$ cat config.mk
export PLATFORM = sky130hd
export DESIGN_NAME = sdram_fifo_arbiter
export DESIGN_NICKNAME = d
export VERILOG_FILES = /design/src/rtl/sfa_pkg.sv /design/src/rtl/sfa_ctrl.sv /design/src/rtl/sfa_dp.sv /design/src/rtl/sdram_fifo_arbiter.sv
export SDC_FILE = /design/constraint.sdc
export NUM_CORES = 1
export LEC_CHECK = 0
export CORE_MARGIN = 3
export CORE_UTILIZATION = 60
export CTS_CLUSTER_DIAMETER = 120
export DETAILED_ROUTE_END_ITERATION = 12
export DONT_BUFFER_PORTS = 1
export GPL_ROUTABILITY_DRIVEN = 0
export GPL_TIMING_DRIVEN = 0
export HOLD_SLACK_MARGIN = 0.05
export PLACE_DENSITY = 0.76
export SKIP_LAST_GASP = 1
export SLEW_MARGIN = 10
export SYNTH_ARGS = -nofsm -noshare
export SYNTH_HDL_FRONTEND = slang
export SYNTH_SLANG_ARGS = --single-unit
$ cat constraint.sdc
create_clock -name clk -period 13.14 [get_ports clk]
set_input_delay 3.285 -clock clk [delete_from_list [all_inputs] [get_ports clk]]
set_output_delay 3.285 -clock clk [all_outputs]
set_load 0.005 [all_outputs]
$ cat src/rtl/sfa_pkg.sv
package sfa_pkg;

  typedef enum logic [1:0] {
    OP_IDLE    = 2'd0,
    OP_WRITE   = 2'd1,
    OP_READ    = 2'd2,
    OP_REFRESH = 2'd3
  } slot_op_e;

  typedef struct packed {
    logic slotEdge;
    logic doWrite;
    logic doRead;
    logic doRefresh;
  } sfa_strobe_t;

endpackage

$ cat src/rtl/sfa_ctrl.sv
module sfa_ctrl
  import sfa_pkg::*;
#(
  parameter int SLOT_LEN     = 21,
  parameter int BLOCK_WORDS  = 16,
  parameter int REF_INTERVAL = 1560,
  parameter int LVL_W        = 10
) (
  input  logic             clk,
  input  logic             rst_n,
  input  logic [LVL_W-1:0] inLevel,
  input  logic [LVL_W-1:0] outSpace,
  input  logic             full,
  input  logic             empty,
  output sfa_strobe_t      strb
);

  localparam int SC_W = (SLOT_LEN > 1) ? $clog2(SLOT_LEN) : 1;
  localparam int RT_W = (REF_INTERVAL > 1) ? $clog2(REF_INTERVAL) : 1;
  localparam logic [SC_W-1:0]  SLOT_LAST  = SC_W'(SLOT_LEN - 1);
  localparam logic [RT_W-1:0]  REF_RELOAD = RT_W'(REF_INTERVAL - 1);
  localparam logic [LVL_W-1:0] BLK_LVL    = LVL_W'(BLOCK_WORDS);

  logic [SC_W-1:0] slotCnt;
  logic [RT_W-1:0] refTimer;
  logic            lastWasRead;
  logic            slotEdge;
  logic            refDue;
  logic            wrOk;
  logic            rdOk;

  assign slotEdge = (slotCnt == SLOT_LAST);
  assign refDue   = (refTimer == '0);
  assign wrOk     = (inLevel >= BLK_LVL) && !full;
  assign rdOk     = (outSpace >= BLK_LVL) && !empty;

  // slot sequencing: the counter starts at its last value so that the
  // first decision is taken on the first edge after reset
  always_ff @(posedge clk or negedge rst_n) begin
    if (!rst_n) begin
      slotCnt <= SLOT_LAST;
    end else if (slotEdge) begin
      slotCnt <= '0;
    end else begin
      slotCnt <= slotCnt + 1'b1;
    end
  end

  // refresh interval timer, reloaded only by a granted refresh slot
  always_ff @(posedge clk or negedge rst_n) begin
    if (!rst_n) begin
      refTimer <= REF_RELOAD;
    end else if (strb.doRefresh) begin
      refTimer <= REF_RELOAD;
    end else if (!refDue) begin
      refTimer <= refTimer - 1'b1;
    end
  end

  // remembers the direction of the last data slot for alternation
  always_ff @(posedge clk or negedge rst_n) begin
    if (!rst_n) begin
      lastWasRead <= 1'b1;
    end else if (strb.doWrite) begin
      lastWasRead <= 1'b0;
    end else if (strb.doRead) begin
      lastWasRead <= 1'b1;
    end
  end

  // decision for the next slot
  always_comb begin
    strb          = '0;
    strb.slotEdge = slotEdge;
    if (slotEdge) begin
      if (refDue) begin
        strb.doRefresh = 1'b1;
      end else if (wrOk && rdOk) begin
        strb.doWrite = lastWasRead;
        strb.doRead  = !lastWasRead;
      end else if (wrOk) begin
        strb.doWrite = 1'b1;
      end else if (rdOk) begin
        strb.doRead = 1'b1;
      end
    end
  end


  one_op_chk: assert property (@(posedge clk) disable iff (!rst_n)
    $onehot0({strb.doWrite, strb.doRead, strb.doRefresh}));


  no_overflow_chk: assert property (@(posedge clk) disable iff (!rst_n)
    strb.doWrite |-> !full);


  no_underflow_chk: assert property (@(posedge clk) disable iff (!rst_n)
    strb.doRead |-> !empty);


  refresh_reload_chk: assert property (@(posedge clk) disable iff (!rst_n)
    strb.doRefresh |=> (refTimer == REF_RELOAD));


  alternate_chk: assert property (@(posedge clk) disable iff (!rst_n)
    (strb.doWrite && rdOk) |=> !lastWasRead);

endmodule

$ cat src/rtl/sfa_dp.sv
module sfa_dp
  import sfa_pkg::*;
#(
  parameter int BLK_W = 18
) (
  input  logic              clk,
  input  logic              rst_n,
  input  sfa_strobe_t       strb,
  output logic              full,
  output logic              empty,
  output logic              slotStart,
  output slot_op_e          slotOp,
  output logic [BLK_W-1:0]  slotAddr
);

  localparam int CNT_W = BLK_W + 1;
  localparam logic [CNT_W-1:0] CAP = {1'b1, {BLK_W{1'b0}}};

  logic [BLK_W-1:0] wrPtr;
  logic [BLK_W-1:0] rdPtr;
  logic [CNT_W-1:0] blkCount;

  assign full  = (blkCount == CAP);
  assign empty = (blkCount == '0);

  // block pointers wrap naturally at 2**BLK_W
  always_ff @(posedge clk or negedge rst_n) begin
    if (!rst_n) begin
      wrPtr    <= '0;
      rdPtr    <= '0;
      blkCount <= '0;
    end else begin
      if (strb.doWrite) begin
        wrPtr    <= wrPtr + 1'b1;
        blkCount <= blkCount + 1'b1;
      end else if (strb.doRead) begin
        rdPtr    <= rdPtr + 1'b1;
        blkCount <= blkCount - 1'b1;
      end
    end
  end

  // slot request towards the burst sequencer
  always_ff @(posedge clk or negedge rst_n) begin
    if (!rst_n) begin
      slotStart <= 1'b0;
      slotOp    <= OP_IDLE;
      slotAddr  <= '0;
    end else begin
      slotStart <= strb.slotEdge;
      if (strb.slotEdge) begin
        if (strb.doRefresh) begin
          slotOp   <= OP_REFRESH;
          slotAddr <= '0;
        end else if (strb.doWrite) begin
          slotOp   <= OP_WRITE;
          slotAddr <= wrPtr;
        end else if (strb.doRead) begin
          slotOp   <= OP_READ;
          slotAddr <= rdPtr;
        end else begin
          slotOp   <= OP_IDLE;
          slotAddr <= '0;
        end
      end
    end
  end


  count_range_chk: assert property (@(posedge clk) disable iff (!rst_n)
    blkCount <= CAP);


  count_step_chk: assert property (@(posedge clk) disable iff (!rst_n)
    strb.doRead |=> (blkCount == $past(blkCount) - 1'b1));


  start_pulse_chk: assert property (@(posedge clk) disable iff (!rst_n)
    slotStart |=> !slotStart);


  op_hold_chk: assert property (@(posedge clk) disable iff (!rst_n)
    !strb.slotEdge |=> $stable(slotOp));


  idle_addr_chk: assert property (@(posedge clk) disable iff (!rst_n)
    (slotOp == OP_IDLE || slotOp == OP_REFRESH) |-> (slotAddr == '0));

endmodule

$ cat src/rtl/sdram_fifo_arbiter.sv
module sdram_fifo_arbiter
  import sfa_pkg::*;
#(
  parameter int SLOT_LEN     = 21,
  parameter int BLOCK_WORDS  = 16,
  parameter int BLK_W        = 18,
  parameter int BANK_BITS    = 2,
  parameter int REF_INTERVAL = 1560,
  parameter int LVL_W        = 10
) (
  input  logic                       clk,
  input  logic                       rst_n,
  input  logic [LVL_W-1:0]           in_level,
  input  logic [LVL_W-1:0]           out_space,
  output logic                       slot_start,
  output logic [1:0]                 slot_op,
  output logic [BANK_BITS-1:0]       slot_bank,
  output logic [BLK_W-BANK_BITS-1:0] slot_row
);

  sfa_strobe_t      strb;
  logic             full;
  logic             empty;
  slot_op_e         slotOp;
  logic [BLK_W-1:0] slotAddr;

  sfa_ctrl #(
    .SLOT_LEN    (SLOT_LEN),
    .BLOCK_WORDS (BLOCK_WORDS),
    .REF_INTERVAL(REF_INTERVAL),
    .LVL_W       (LVL_W)
  ) u_ctrl (
    .clk     (clk),
    .rst_n   (rst_n),
    .inLevel (in_level),
    .outSpace(out_space),
    .full    (full),
    .empty   (empty),
    .strb    (strb)
  );

  sfa_dp #(
    .BLK_W(BLK_W)
  ) u_dp (
    .clk      (clk),
    .rst_n    (rst_n),
    .strb     (strb),
    .full     (full),
    .empty    (empty),
    .slotStart(slot_start),
    .slotOp   (slotOp),
    .slotAddr (slotAddr)
  );

  // bank bits form the least significant part of the block address
  assign slot_op   = slotOp;
  assign slot_bank = slotAddr[BANK_BITS-1:0];
  assign slot_row  = slotAddr[BLK_W-1:BANK_BITS];

endmodule

==> flow_metrics.py <==
metrics = {
    "status": {
        "outcome": "finished, final reports clean",
    },
    "floorplan": {
        "rows": 32,
        "initial_core_util_pct": 62.83,
        "fp.dieH_um": 96.89,
        "die_x_um": 96.89,
        "core_um2": 7888,
        "io_pins": 43,
        "die_area_um2": 9387,
    },
    "clock_tree": {
        "cts_htree_levels": 3,
        "clkTransAtPathRegs_ns": 0.09,
        "max-clock-path-buffers": 2,
        "postCtsSetupBuffers": 0,
        "cts_tree": "done",
        "cts_buffers": 9,
        "root_buffer": "clkbuf_8",
        "clk_latency_ns": 0.36,
        "post_cts_resized": 0,
        "hold_buffers": 0,
        "clock_sinks": 93,
    },
    "setup_path": {
        "worstPathArrival_ns": 7.63,
        "slowest_stage": "ha_1",
        "cp-start-kind": "input port",
        "endpoint_kind": "flop",
        "critPathMaxFanout": 20,
        "crit_required_ns": 13.38,
        "crit_chain": "or4_1, nor3_1, a211o_1, o2111a_1, buf_2, buf_2, inv_1, ha_1, a211o_1, a2111oi_0, a21boi_0, nor3_1, o22ai_1, or3b_1",
        "critPathKind": "input port to flop",
        "slowest_delay_ns": 0.51,
    },
    "sta": {
        "finalCriticalPeriod_ns": 7.393,
        "tightest_slew_ns": 0.7767,
        "drv_slew": 0,
        "relSlewSlack_pct": 48.16,
        "fin_crit_sh_pct": 56.26,
        "fin_skew_ns": 0.01181,
        "hold_viol": 0,
        "setup_viol": 0,
        "rsz0062_at_grt": "no",
        "setup_ws_ns": 5.747,
        "holdWs_ns": 0.4793,
        "setup_tns_ns": 0,
        "max_freq_mhz": 135.3,
    },
    "synthesis": {
        "synth-seq-area-share_pct": 47.19,
        "ys_types": 56,
        "synth.net_count": 514,
        "ys_ff_latch": 93,
        "synthCells": 469,
        "syn_area_um2": 4956,
        "async_reset_ff_share_pct": 100.0,
        "synth_edf_count": 0,
        "ys.flop_type": "dfrtp_1",
        "yosys_warnings": 0,
        "synth.avg_cell_area_um2": 10.57,
    },
    "route": {
        "drt-pass1-iter-count": 6,
        "final_antenna_net_count": 0,
        "drc": 0,
        "vias_per_cell": 6.307,
        "drt_iter0_markers": 364,
        "avgRoutedWirePerCell_um": 17.19,
        "drt_wl_total_um": 10090,
        "vias": 3702,
    },
    "final_layout": {
        "drive_gt1_share_pct": 12.78,
        "areaGrowthSynthToFinish_pct": 6.766,
        "n_fill_cell": 597,
        "final_common_cell": "dfrtp_1",
        "finalInstanceArea_um2": 5291,
        "layout_common_cells": "84 x dfrtp_1, 40 x xnor2_1, 32 x inv_1",
        "nets": 525,
        "n_antenna_cell": 0,
    },
    "global_routing": {
        "antenna_found_initial": 0,
        "grt_max_degree": 94,
        "grt_pass1_vias": 3538,
        "track_usage_pct": 22.18,
        "grt_pass1_wl_um": 17170,
        "grt_overflow_total": 0,
    },
    "place": {
        "hpwlAfterDp_um": 7028,
        "pre_cts_ws_ns": 5.357,
        "place_area_um2": 5084,
        "numPortBuffers": 0,
    },
    "pwr": {
        "ir_worst_vdd_uv": 55.47,
        "p_leak_nw": 2.406,
        "p_per_area_nw_per_um2": 114.9,
    },
    "run": {
        "maxCapViolations": 0,
    },
    "worst_hold_path": {
        "hp-class": "flop to flop",
    },
}
cells in the mapped netlist (all sizes together), types with 3 or more instances:
cell type,instances,area (um^2)
clkbuf,6,22.52
nand3,16,80.08
mux2,18,202.7
o21ai,16,80.08
ha,22,275.3
a21oi,17,85.08
nand2b,4,25.02
xnor2,40,350.3
nor2,21,81.33
a211oi,4,30.03
and3,9,56.30
inv,32,120.1
and2,4,25.02
a222oi,18,180.2
buf,11,60.05
or4,5,41.29
nand2,26,102.6
a31oi,3,18.77
a21o,6,45.04
dfstp,9,236.5
nor3,14,75.07
nor4,11,75.07
nand4,20,125.1
dfrtp,84,2102
xor2,19,166.4
cell type report:
cell class,instances,area (um^2),share of cell area [%]
inverters,33,123.9,2.341
flip-flops and latches,93,2338,44.19
well taps,102,127.6,2.412
clock inverters,5,66.31,1.253
multi-input cells,326,2411,45.57
plain buffers,17,82.58,1.561
clock buffers,11,141.4,2.672
routing by layer:
metal / share of wire (%) / GRT usage (%)
met5: 0 / 0
met4: 2.2 / 8.423
met2: 47 / 34.34
met1: 46 / 31.66
met3: 5.2 / 3.317
power breakdown:
| group | switching (mW) | internal (mW) |
|---|---|---|
| logic | 0.0560 | 0.0469 |
| clock network | 0.106 | 0.0961 |
| registers | 0.00785 | 0.295 |
| total | 0.170 | 0.438 |
worst max-delay path, delay by kind of cell:
family                     cells  cell delay (ns)
buffers and inverters          3             0.87
AOI/OAI and AO/OA              6             1.59
adders and majority gates      1             0.51
and+or+nand+nor                4             1.36
per-stage QoR:
stage / utilization, % / instances / total power, mW
after floorplan: - / 469 / 0.3907
after global placement: 64.45 / 571 / 0.4060
after detailed placement: 64.45 / 571 / 0.4098
after CTS: 67.08 / 587 / 0.6121
after global routing: 67.08 / 587 / 0.6409
final: 67.08 / 587 / 0.6079
registers in the layout, summed over array words and instances (netlist names), 2 cells and up:
name	cells
u_dp.slotOp	2
u_dp.slotAddr	18
u_dp.blkCount	19
u_dp.rdPtr	18
u_ctrl.refTimer	11
u_dp.wrPtr	18
u_ctrl.slotCnt	5
kinds of logic (layout without fill, tap and decap cells):
family	after synthesis	in the layout	synth area share, %
and+or+nand+nor	139	139	15.27
AOI/OAI and AO/OA	87	87	12.90
muxes	18	18	4.090
buffers and inverters	50	66	4.165
xor gates and xnor gates	59	59	10.43
DFF	93	93	47.19
adders and majority gates	23	23	5.958
path summary, 6_finish.rpt:
kind                                           end               start  slack, ns  depth (start not counted)
worst max-delay path             u_dp.blkCount[18]        out_space[6]       5.75                         14
min in group asynchronous         u_dp.blkCount[5]               rst_n       2.61                          0
worst min-delay path                u_dp.wrPtr[17]      u_dp.wrPtr[17]       0.48                          1
worst min register to register      u_dp.wrPtr[17]      u_dp.wrPtr[17]       0.48                          1
worst max register to register   u_dp.blkCount[18]  u_ctrl.refTimer[3]       8.17                         14
max in group asynchronous       u_ctrl.refTimer[9]               rst_n      10.34                          0
Power figures use the tool's default switching activity.
